<file path="config.mk">
export PLATFORM = sky130hd
export DESIGN_NAME = dmac_csr
export DESIGN_NICKNAME = d
export VERILOG_FILES = /design/src/rtl/dmac_csr_pkg.sv /design/src/rtl/dmac_csr_chan.sv /design/src/rtl/dmac_csr_rdmux.sv /design/src/rtl/dmac_csr.sv
export SDC_FILE = /design/constraint.sdc
export NUM_CORES = 1
export LEC_CHECK = 0
export BUFFER_PORTS_ARGS = -buffer_cell sky130_fd_sc_hd__buf_2
export CAP_MARGIN = 30
export CORE_MARGIN = 10
export CORE_UTILIZATION = 50
export CTS_BUF_LIST = sky130_fd_sc_hd__clkbuf_16
export DETAILED_ROUTE_END_ITERATION = 6
export PLACE_DENSITY_LB_ADDON = 0.1
export SLEW_MARGIN = 40
export SYNTH_ARGS = -nofsm -noshare
export SYNTH_HDL_FRONTEND = slang
export SYNTH_SLANG_ARGS = --single-unit
</file>
<file path="constraint.sdc">
create_clock -name clk -period 2.52 [get_ports clk]
set_input_delay 0.378 -clock clk [delete_from_list [all_inputs] [get_ports clk]]
set_output_delay 0.378 -clock clk [all_outputs]
set_load 0.01 [all_outputs]
</file>
<file path="src/rtl/dmac_csr_pkg.sv">
package dmac_csr_pkg;

  localparam logic [4:0] OFS_CTL_LO  = 5'h00;
  localparam logic [4:0] OFS_SPARE_C = 5'h04;
  localparam logic [4:0] OFS_ENABLE  = 5'h08;
  localparam logic [4:0] OFS_CTL_HI  = 5'h0C;
  localparam logic [4:0] OFS_STS_LO  = 5'h10;
  localparam logic [4:0] OFS_SPARE_S = 5'h14;
  localparam logic [4:0] OFS_STS_HI  = 5'h18;

  typedef enum logic [1:0] {
    MODE_OFF    = 2'd0,
    MODE_LIST   = 2'd1,
    MODE_SINGLE = 2'd2,
    MODE_KEEP   = 2'd3
  } chan_mode_e;

  localparam int FIELD_W  = 4;
  localparam int ERR_BASE = 8;
  localparam int ST_BASE  = 16;

  function automatic int enable_pos(input int n, input int lo_ch);
    return (n < lo_ch) ? n : n + lo_ch;
  endfunction

endpackage

</file>
<file path="src/rtl/dmac_csr_chan.sv">
module dmac_csr_chan
  import dmac_csr_pkg::*;
(
  input  logic       clk,
  input  logic       rst,
  input  logic       ctl_we,
  input  logic [3:0] ctl_field,
  input  logic       en_we,
  input  logic       en_bit,
  input  logic       clr_we,
  input  logic       clr_irq,
  input  logic       clr_err,
  input  logic       done_i,
  input  logic       err_i,
  output logic [1:0] mode_o,
  output logic       dir_o,
  output logic       en_o,
  output logic       irq_flag_o,
  output logic       err_flag_o
);

  logic set_irq;
  logic keep_field;

  assign set_irq    = done_i | err_i;
  assign keep_field = (ctl_field[1:0] == MODE_KEEP);

  always_ff @(posedge clk) begin
    if (rst) begin
      mode_o     <= MODE_OFF;
      dir_o      <= 1'b0;
      en_o       <= 1'b0;
      irq_flag_o <= 1'b0;
      err_flag_o <= 1'b0;
    end else begin
      if (ctl_we && !keep_field) begin
        mode_o <= ctl_field[1:0];
        dir_o  <= ctl_field[2];
      end
      if (en_we) en_o <= en_bit;
      irq_flag_o <= set_irq | (irq_flag_o & ~(clr_we & clr_irq));
      err_flag_o <= err_i   | (err_flag_o & ~(clr_we & clr_err));
    end
  end

  AST_KEEP_MODE: assert property (@(posedge clk) disable iff (rst)
    (ctl_we && ctl_field[1:0] == 2'b11) |=> ($stable(mode_o) && $stable(dir_o)));
  AST_MODE_LOAD: assert property (@(posedge clk) disable iff (rst)
    (ctl_we && ctl_field[1:0] != 2'b11) |=> (mode_o == $past(ctl_field[1:0])));
  AST_EN_HOLD: assert property (@(posedge clk) disable iff (rst)
    !en_we |=> $stable(en_o));
  AST_SET_WINS: assert property (@(posedge clk) disable iff (rst)
    (done_i || err_i) |=> irq_flag_o);
  AST_ERR_SETS: assert property (@(posedge clk) disable iff (rst)
    err_i |=> err_flag_o);
  AST_W1C_CLEAR: assert property (@(posedge clk) disable iff (rst)
    (clr_we && clr_irq && !done_i && !err_i) |=> !irq_flag_o);
  AST_FLAG_STICKY: assert property (@(posedge clk) disable iff (rst)
    (irq_flag_o && !(clr_we && clr_irq)) |=> irq_flag_o);

endmodule

</file>
<file path="src/rtl/dmac_csr_rdmux.sv">
module dmac_csr_rdmux
  import dmac_csr_pkg::*;
#(
  parameter int NUM_CH = 12,
  parameter int LO_CH  = 8,
  parameter int ADDR_W = 5,
  parameter int DATA_W = 32
) (
  input  logic                clk,
  input  logic                rst,
  input  logic                rd_en,
  input  logic [ADDR_W-1:0]   addr,
  input  logic [2*NUM_CH-1:0] mode,
  input  logic [NUM_CH-1:0]   dir,
  input  logic [NUM_CH-1:0]   en,
  input  logic [NUM_CH-1:0]   irq_flag,
  input  logic [NUM_CH-1:0]   err_flag,
  input  logic [2*NUM_CH-1:0] state,
  output logic [DATA_W-1:0]   rdata
);

  localparam int HI_CH = NUM_CH - LO_CH;

  logic [DATA_W-1:0] w_ctl_lo, w_ctl_hi, w_en, w_sts_lo, w_sts_hi, w_sel;

  always_comb begin
    w_ctl_lo = '0;
    w_ctl_hi = '0;
    w_en     = '0;
    w_sts_lo = '0;
    w_sts_hi = '0;
    for (int l = 0; l < LO_CH; l++) begin
      w_ctl_lo[FIELD_W*l +: 2]   = mode[2*l +: 2];
      w_ctl_lo[FIELD_W*l + 2]    = dir[l];
      w_sts_lo[l]                = irq_flag[l];
      w_sts_lo[ERR_BASE + l]     = err_flag[l];
      w_sts_lo[ST_BASE + 2*l +: 2] = state[2*l +: 2];
    end
    for (int l = 0; l < HI_CH; l++) begin
      w_ctl_hi[FIELD_W*l +: 2]   = mode[2*(LO_CH+l) +: 2];
      w_ctl_hi[FIELD_W*l + 2]    = dir[LO_CH+l];
      w_sts_hi[l]                = irq_flag[LO_CH+l];
      w_sts_hi[ERR_BASE + l]     = err_flag[LO_CH+l];
      w_sts_hi[ST_BASE + 2*l +: 2] = state[2*(LO_CH+l) +: 2];
    end
    for (int n = 0; n < NUM_CH; n++) begin
      w_en[enable_pos(n, LO_CH)] = en[n];
    end
  end

  always_comb begin
    unique case (addr)
      ADDR_W'(OFS_CTL_LO): w_sel = w_ctl_lo;
      ADDR_W'(OFS_CTL_HI): w_sel = w_ctl_hi;
      ADDR_W'(OFS_ENABLE): w_sel = w_en;
      ADDR_W'(OFS_STS_LO): w_sel = w_sts_lo;
      ADDR_W'(OFS_STS_HI): w_sel = w_sts_hi;
      default:             w_sel = '0;
    endcase
  end

  always_ff @(posedge clk) begin
    if (rst)        rdata <= '0;
    else if (rd_en) rdata <= w_sel;
  end

  AST_RD_HOLD: assert property (@(posedge clk) disable iff (rst)
    !rd_en |=> $stable(rdata));
  AST_SPARE_ZERO: assert property (@(posedge clk) disable iff (rst)
    (rd_en && (addr == ADDR_W'(OFS_SPARE_C) || addr == ADDR_W'(OFS_SPARE_S)))
      |=> (rdata == '0));

endmodule

</file>
<file path="src/rtl/dmac_csr.sv">
module dmac_csr
  import dmac_csr_pkg::*;
#(
  parameter int NUM_CH = 12,
  parameter int LO_CH  = 8,
  parameter int ADDR_W = 5,
  parameter int DATA_W = 32
) (
  input  logic                clk,
  input  logic                rst,
  input  logic                reg_wr,
  input  logic                reg_rd,
  input  logic [ADDR_W-1:0]   reg_addr,
  input  logic [DATA_W-1:0]   reg_wdata,
  output logic [DATA_W-1:0]   reg_rdata,
  output logic [2*NUM_CH-1:0] ch_mode,
  output logic [NUM_CH-1:0]   ch_dir,
  input  logic [NUM_CH-1:0]   ch_done,
  input  logic [NUM_CH-1:0]   ch_err,
  input  logic [2*NUM_CH-1:0] ch_state,
  output logic                irq
);

  logic [NUM_CH-1:0] en_vec, irq_vec, err_vec;
  logic              wr_ctl_lo, wr_ctl_hi, wr_en, wr_sts_lo, wr_sts_hi;
  logic              wdata_unused;

  assign wr_ctl_lo = reg_wr && (reg_addr == ADDR_W'(OFS_CTL_LO));
  assign wr_ctl_hi = reg_wr && (reg_addr == ADDR_W'(OFS_CTL_HI));
  assign wr_en     = reg_wr && (reg_addr == ADDR_W'(OFS_ENABLE));
  assign wr_sts_lo = reg_wr && (reg_addr == ADDR_W'(OFS_STS_LO));
  assign wr_sts_hi = reg_wr && (reg_addr == ADDR_W'(OFS_STS_HI));
  assign wdata_unused = ^reg_wdata;

  for (genvar n = 0; n < NUM_CH; n++) begin : g_ch
    localparam bit LOW = (n < LO_CH);
    localparam int L   = LOW ? n : n - LO_CH;
    localparam int EP  = enable_pos(n, LO_CH);

    dmac_csr_chan u_chan (
      .clk        (clk),
      .rst        (rst),
      .ctl_we     (LOW ? wr_ctl_lo : wr_ctl_hi),
      .ctl_field  (reg_wdata[FIELD_W*L +: FIELD_W]),
      .en_we      (wr_en),
      .en_bit     (reg_wdata[EP]),
      .clr_we     (LOW ? wr_sts_lo : wr_sts_hi),
      .clr_irq    (reg_wdata[L]),
      .clr_err    (reg_wdata[ERR_BASE + L]),
      .done_i     (ch_done[n]),
      .err_i      (ch_err[n]),
      .mode_o     (ch_mode[2*n +: 2]),
      .dir_o      (ch_dir[n]),
      .en_o       (en_vec[n]),
      .irq_flag_o (irq_vec[n]),
      .err_flag_o (err_vec[n])
    );
  end

  always_ff @(posedge clk) begin
    if (rst) irq <= 1'b0;
    else     irq <= |(irq_vec & en_vec);
  end

  dmac_csr_rdmux #(
    .NUM_CH (NUM_CH),
    .LO_CH  (LO_CH),
    .ADDR_W (ADDR_W),
    .DATA_W (DATA_W)
  ) u_rdmux (
    .clk      (clk),
    .rst      (rst),
    .rd_en    (reg_rd),
    .addr     (reg_addr),
    .mode     (ch_mode),
    .dir      (ch_dir),
    .en       (en_vec),
    .irq_flag (irq_vec),
    .err_flag (err_vec),
    .state    (ch_state),
    .rdata    (reg_rdata)
  );

  AST_RESET_CLEARS: assert property (@(posedge clk)
    rst |=> (ch_mode == '0 && ch_dir == '0 && !irq && reg_rdata == '0));
  AST_IRQ_CAUSE: assert property (@(posedge clk) disable iff (rst)
    irq |-> $past(|(irq_vec & en_vec)));
  AST_HI_WRITE_SPARES_LO: assert property (@(posedge clk) disable iff (rst)
    wr_ctl_hi |=> $stable(ch_mode[2*LO_CH-1:0]));

endmodule

</file>
==> results of run 1 <==
==> cells by family (layout without fill, tap and decap cells) <==
group           after synthesis  in the layout  synth area share, %
simple gates                163            163                 16.3
flops                       105            105                 43.7
mux                          49             49                 10.3
buf+inv                      63            197                 7.12
compound gates              135            135                 22.7
==> sequential cells by signal, indices dropped and copies added, names as in the netlist <==
| signal | flops |
|---|---|
| g_ch.u_chan.mode_o | 24 |
| g_ch.u_chan.en_o | 12 |
| irq | 1 |
| g_ch.u_chan.irq_flag_o | 12 |
| u_rdmux.rdata | 32 |
| g_ch.u_chan.err_flag_o | 12 |
| g_ch.u_chan.dir_o | 12 |
==> where the power goes <==
group,total [W],internal [W],switching [W]
combinational,0.000312,0.000129,0.000183
sequential,0.00172,0.00169,0.0000276
clock,0.00152,0.000880,0.000642
==> worst max-delay path, cell delays in order <==
cell      delay, ns
buf_2          0.22
nand2b_1       0.27
a211oi_2       0.40
nand2_2        0.40
o31ai_1        0.33
==> synthesized netlist by cell type (5+ instances only) <==
cell | count | share of area (%)
o21ai_1 | 8 | 0.83
a22oi_1 | 5 | 0.78
a21boi_1 | 12 | 1.9
o31a_1 | 6 | 1.1
buf_2 | 13 | 1.4
a311oi_1 | 12 | 2.2
a22o_1 | 7 | 1.3
a221oi_1 | 6 | 1.1
o21a_1 | 6 | 0.94
mux2i_1 | 46 | 9.6
o21ai_2 | 13 | 2.4
nor3_1 | 13 | 1.4
nand2_1 | 36 | 2.8
o221a_1 | 17 | 4.0
inv_1 | 13 | 1.0
clkbuf_1 | 15 | 1.2
nand3_1 | 28 | 2.9
a21oi_1 | 21 | 2.2
buf_4 | 16 | 2.5
dfxtp_1 | 105 | 44
nor2_1 | 60 | 4.7
==> per-stage QoR <==
| step | instance area [um^2] | setup slack, ns | power [W] |
|---|---|---|---|
| 3_5_place_dp | 5560 | 0.415 | 0.00207 |
| 6_report | 5880 | 0.771 | 0.00355 |
| 2_1_floorplan | 4810 | 0.893 | 0.00192 |
| 5_1_grt | 5880 | 0.586 | 0.00368 |
| 3_3_place_gp | 5560 | 0.469 | 0.00206 |
| 4_1_cts | 5880 | 0.781 | 0.00358 |
==> layer usage <==
| metal | up-vias | part of all wire [%] |
|---|---|---|
| met3 | 19 | 6.9 |
| met2 | 156 | 49 |
| li1 | 2120 | - |
| met4 | 0 | 1.5 |
| met5 | - | 0 |
| met1 | 2079 | 43 |
==> final cells by class <==
cell class	count	area [um^2]
fillers	849	3450
multi-input cells	347	2370
flip-flops and latches	105	2100
repair buffers	167	868
clock buffers	9	225
well taps	129	161
clock inverters	7	98.8
inverters	14	52.6
==> cells in the final DEF (no fill, tap or decap), drive strengths merged, types with 16 or more instances in the layout <==
master  instances
buf           167
a21boi         16
nand2          37
nand3          29
a21oi          21
nor2           61
o221a          17
o21ai          21
inv            17
mux2i          46
dfxtp         105
==> path summary, 6_finish.rpt <==
check,end,slack [ns],from
max,u_rdmux.rdata[2],0.77,reg_addr[4]
min,g_ch[6].u_chan.irq_flag_o,0.24,ch_done[6]
max reg2reg,u_rdmux.rdata[1],1.29,g_ch[8].u_chan.mode_o[1]
min reg2reg,u_rdmux.rdata[11],0.45,u_rdmux.rdata[11]
==> reports/qor.yml, run 1 <==
cts-resized-gates: 0
hold_ws_ns: 0.245
grtUsageMet1_pct: 24.7
dr.first_iter.drc_count: 315
hold_viol: 0
grt_busiest_layer: "met2"
die_h_um: 118
fmax_ghz: 0.572
gp_congestion: 0.854
core_um2: 9330
netlist_area_um2: 4810
postCtsSetupRepairBufs: 0
end_kind: "register"
setup_viol: 0
holdBufCountCts: 0
portBuffers: 154
holdPathStages: 2
first_global_vias: 4459
p_leak_nw: 2.59
status: "complete, no violations"
hpwl_um: 11100
hold_class: "primary input to register"
met2_usage_pct: 34.8
totalWireLength_um: 14800
syn-num-nets: 604
ir_worst_vdd_mv: 0.386
crit_path_start_kind: "primary input"
grt_max_degree: 36
cts_tree: "yes"
io_pins: 158
fp.dieW_um: 118
rows: 35
power.density_nw_per_um2: 604
dieArea_um2: 14000
cts.sinks: 105
wire_per_inst_um: 19.0
seq_area_frac_synth_pct: 43.7
syn_to_final_growth_pct: 22.1
crit_type: "primary input to register"
vias_per_cell: 5.62
drt.antenna.violating_nets: 0
ys_types: 52
fin_nets: 733
min_period_ns: 1.75
grt_remaining_overflow: 0
critPathMaxFanout: 18
cts_buffer_depth: 2
vias: 4374
synth_area_per_cell_um2: 9.35
cp.arrival_ns: 2.01
clockRootBuffer: "clkbuf_16"
start_util_pct: 51.6
dp.cells: 762
grt_usage_pct: 20.3
antennaDiodeCount: 0
dr.pass1.iters: 5
syn_inst: 515
max_cap_viol_count: 0
clk-insertion-delay-late_ns: 0.34
final_util_pct: 63.0
antenna_found_initial: 0
finClkSkew_ns: 0.00808
rr_worst_depth: 4
crit_required_ns: 2.78
period_share_pct: 69.4
cts_made_buffers: 9
drc: 0
grt_use_met3_pct: 4.71
fin_cells: 778
grt_pass1_wl_um: 23300
tightest_slew_ns: 0.523
ys.flop_type: "dfxtp_1"
async_reset_ff_share_pct: 0
relSlewSlack_pct: 64.8
yosys_register_bits: 105
rsz0062_at_grt: "no"
ys_warn_count: 0
drive_gt1_share_pct: 31.9
final-max-slew-violation-count: 0
cts_max_level: 3
setup_tns_ns: 0
synth_edf_count: 0
cts.clk_slew.worst_paths_ns: 0.07
Note: power is estimated with default switching activity, not from simulation.
==> run 2: changes to the inputs <==
- clock period: 2.52 -> 1.63 ns (I/O delays scaled with it)
==> run 2 against run 1 <==
  * Final cell count grew 3.3%
  * Final area up 3.0%
  * Critical endpoint is now u_rdmux.rdata[13]
  * Combinational power grew 66%
  * Core utilization rose by 1.9 points
  * Largest power group unchanged
==> reports/qor.yml, run 2 (synthesis results as in run 1) <==
status: "complete, no violations"
register_area_um2: 2100  # unchanged
cp.arrival_ns: 1.56  # -0.45 ns
dp.cells: 788  # +3.4%
crit_required_ns: 1.90  # -0.88 ns
cts.clk_slew.worst_paths_ns: 0.07  # about the same
antennaDiodeCount: 0  # unchanged
totalWireLength_um: 14900  # +0.58%
postCtsSetupRepairBufs: 0  # unchanged
cts_tree: "yes"
cts.sinks: 105  # unchanged
io_pins: 158  # unchanged
final_common_cell: "buf_2"
rsz0062_at_grt: "no"
holdBufCountCts: 0  # unchanged
critPathMaxFanout: 7  # -11
portBuffers: 154  # unchanged
multiInputGateArea_um2: 2380  # +0.21%
drc: 0  # unchanged
clk-insertion-delay-late_ns: 0.34  # about the same
p_leak_nw: 2.71  # +4.7%
syn_to_final_growth_pct: 25.9
reg2reg_to: "u_rdmux.rdata[0]"
clockRootBuffer: "clkbuf_16"
holdPathStages: 2  # unchanged
hold_class: "primary input to register"
rows: 35  # unchanged
layout_common_cells: "154 x buf_2, 105 x dfxtp_1, 59 x nor2_1"
hold_viol: 0  # unchanged
finClkSkew_ns: 0.00545  # -0.00263 ns
regMostFlops: "u_rdmux.rdata"
min_to: "g_ch[3].u_chan.irq_flag_o"
min_period_ns: 1.29
wire_per_inst_um: 18.5  # -2.7%
core_um2: 9330  # unchanged
pre_cts_slack_ns: -0.00476  # -0.420 ns
grt_usage_pct: 20.4  # +0.12 points
drt.antenna.violating_nets: 0  # unchanged
cts_buffer_depth: 2  # unchanged
drive_gt1_share_pct: 34.1  # +2.2 points
crit_type: "primary input to register"
tightest_slew_ns: 0.666  # +0.144 ns
dieArea_um2: 14000  # unchanged
largest_reg_flops: 32  # unchanged
grt_remaining_overflow: 0  # unchanged
fillers: 844  # -0.59%
cts_made_buffers: 9  # unchanged
r2r_slack_ns: 0.42  # -0.87 ns
dr.first_iter.drc_count: 277  # -12%
setup_tns_ns: 0  # unchanged
setup_viol: 0  # unchanged
r2r-start: "g_ch[8].u_chan.mode_o[0]"
gp_congestion: 0.859  # +0.49%
grt_pass1_wl_um: 23800  # +2.1%
final-max-slew-violation-count: 0  # unchanged
fin_nets: 759  # +3.5%
start_util_pct: 51.6  # unchanged
dr.pass1.iters: 5  # unchanged
fin_cells: 804  # +3.3%
first_global_vias: 4576  # +2.6%
max_cap_viol_count: 0  # unchanged
cts-resized-gates: 0  # unchanged
grt_max_degree: 33  # -8.3%
hpwl_um: 11600  # +4.5%
power.density_nw_per_um2: 850  # +41%
fmax_ghz: 0.777
vias: 4497  # +2.8%
crit_path_start_kind: "primary input"
rr_worst_depth: 4  # unchanged
antenna_found_initial: 0  # unchanged
ir_worst_vdd_mv: 0.482  # +25%
end_kind: "register"
period_share_pct: 78.9
hold_path.startpoint: "ch_done[3]"
die_h_um: 118  # unchanged
cts_max_level: 3  # unchanged
vias_per_cell: 5.59  # -0.51%
fp.dieW_um: 118  # unchanged
worst_slack_ns: 0.344  # -0.427 ns
finalPower_w: 0.00515  # +45%
largestRegisters: "u_rdmux.rdata: 32 flops, g_ch.u_chan.mode_o: 24 flops"
relSlewSlack_pct: 55.5  # -9.4 points
==> run 2: cell count changes in the layout (fill, tap and decap cells not counted), sizes merged <==
| cell | before | now |
|---|---|---|
| bufinv | 2 | 0 |
| inv | 17 | 16 |
| buf | 167 | 193 |
| clkinvlp | 0 | 1 |
| clkinv | 2 | 4 |
==> run 2: per-stage QoR <==
step	area (um^2)	util, %	hold WS, ns
after floorplan	4810	-	0.353
after global placement	5790	62.1	0.430
after detailed placement	5790	62.1	0.435
after CTS	6060	65.0	0.117
after global routing	6060	65.0	0.119
final	6060	65.0	0.119
==> run 2: cell type report <==
cell class / count / area share, %
multi-input combinational: 347 / 39.2
sequential: 105 / 34.7
timing repair buffer: 193 / 18.2
clock buffer: 9 / 3.72
tap: 129 / 2.66
inverter: 14 / 0.867
clock inverter: 7 / 0.661
==> run 2: critical path, cell delays in order <==
cell and delay (ns):
buf_2 0.15, or2_1 0.31, a211oi_2 0.28, nand2_2 0.23
buf_4 0.22, o21ai_1 0.13
==> run 2: how the worst max path moves through the flow <==
stage	start	slack (ns)	cells past startpoint	endpoint
floorplan	reg_addr[3]	0.14	8	g_ch[0].u_chan.en_o
global placement	reg_addr[1]	0.04	6	u_rdmux.rdata[8]
detailed placement	reg_addr[1]	-0.005	6	u_rdmux.rdata[13]
CTS	reg_addr[1]	0.36	6	u_rdmux.rdata[3]
global route	reg_addr[1]	0.28	6	u_rdmux.rdata[3]
finish	reg_addr[1]	0.34	6	u_rdmux.rdata[13]
==> run 2: per-layer routing <==
| layer | share of wire (%) | wire, um | vias to the layer above | global-route usage [%] |
|---|---|---|---|---|
| met2 | 50 | 7440 | 169 | 35.9 |
| met5 | 0 | 0 | - | 0 |
| met1 | 42 | 6260 | 2138 | 24.4 |
| li1 | - | - | 2174 | - |
| met4 | 1.2 | 185 | 0 | 4.71 |
| met3 | 6.9 | 1020 | 16 | 5.09 |
==> run 2: report_power, final <==
part | internal [W] | total (W) | leakage [nW] | switching (W)
Sequential | 0.00262 | 0.00266 | 0.854 | 0.0000440
Clock | 0.00102 | 0.00197 | 0.133 | 0.000952
Combinational | 0.000229 | 0.000518 | 1.72 | 0.000289
Total | 0.00387 | 0.00515 | 2.71 | 0.00128
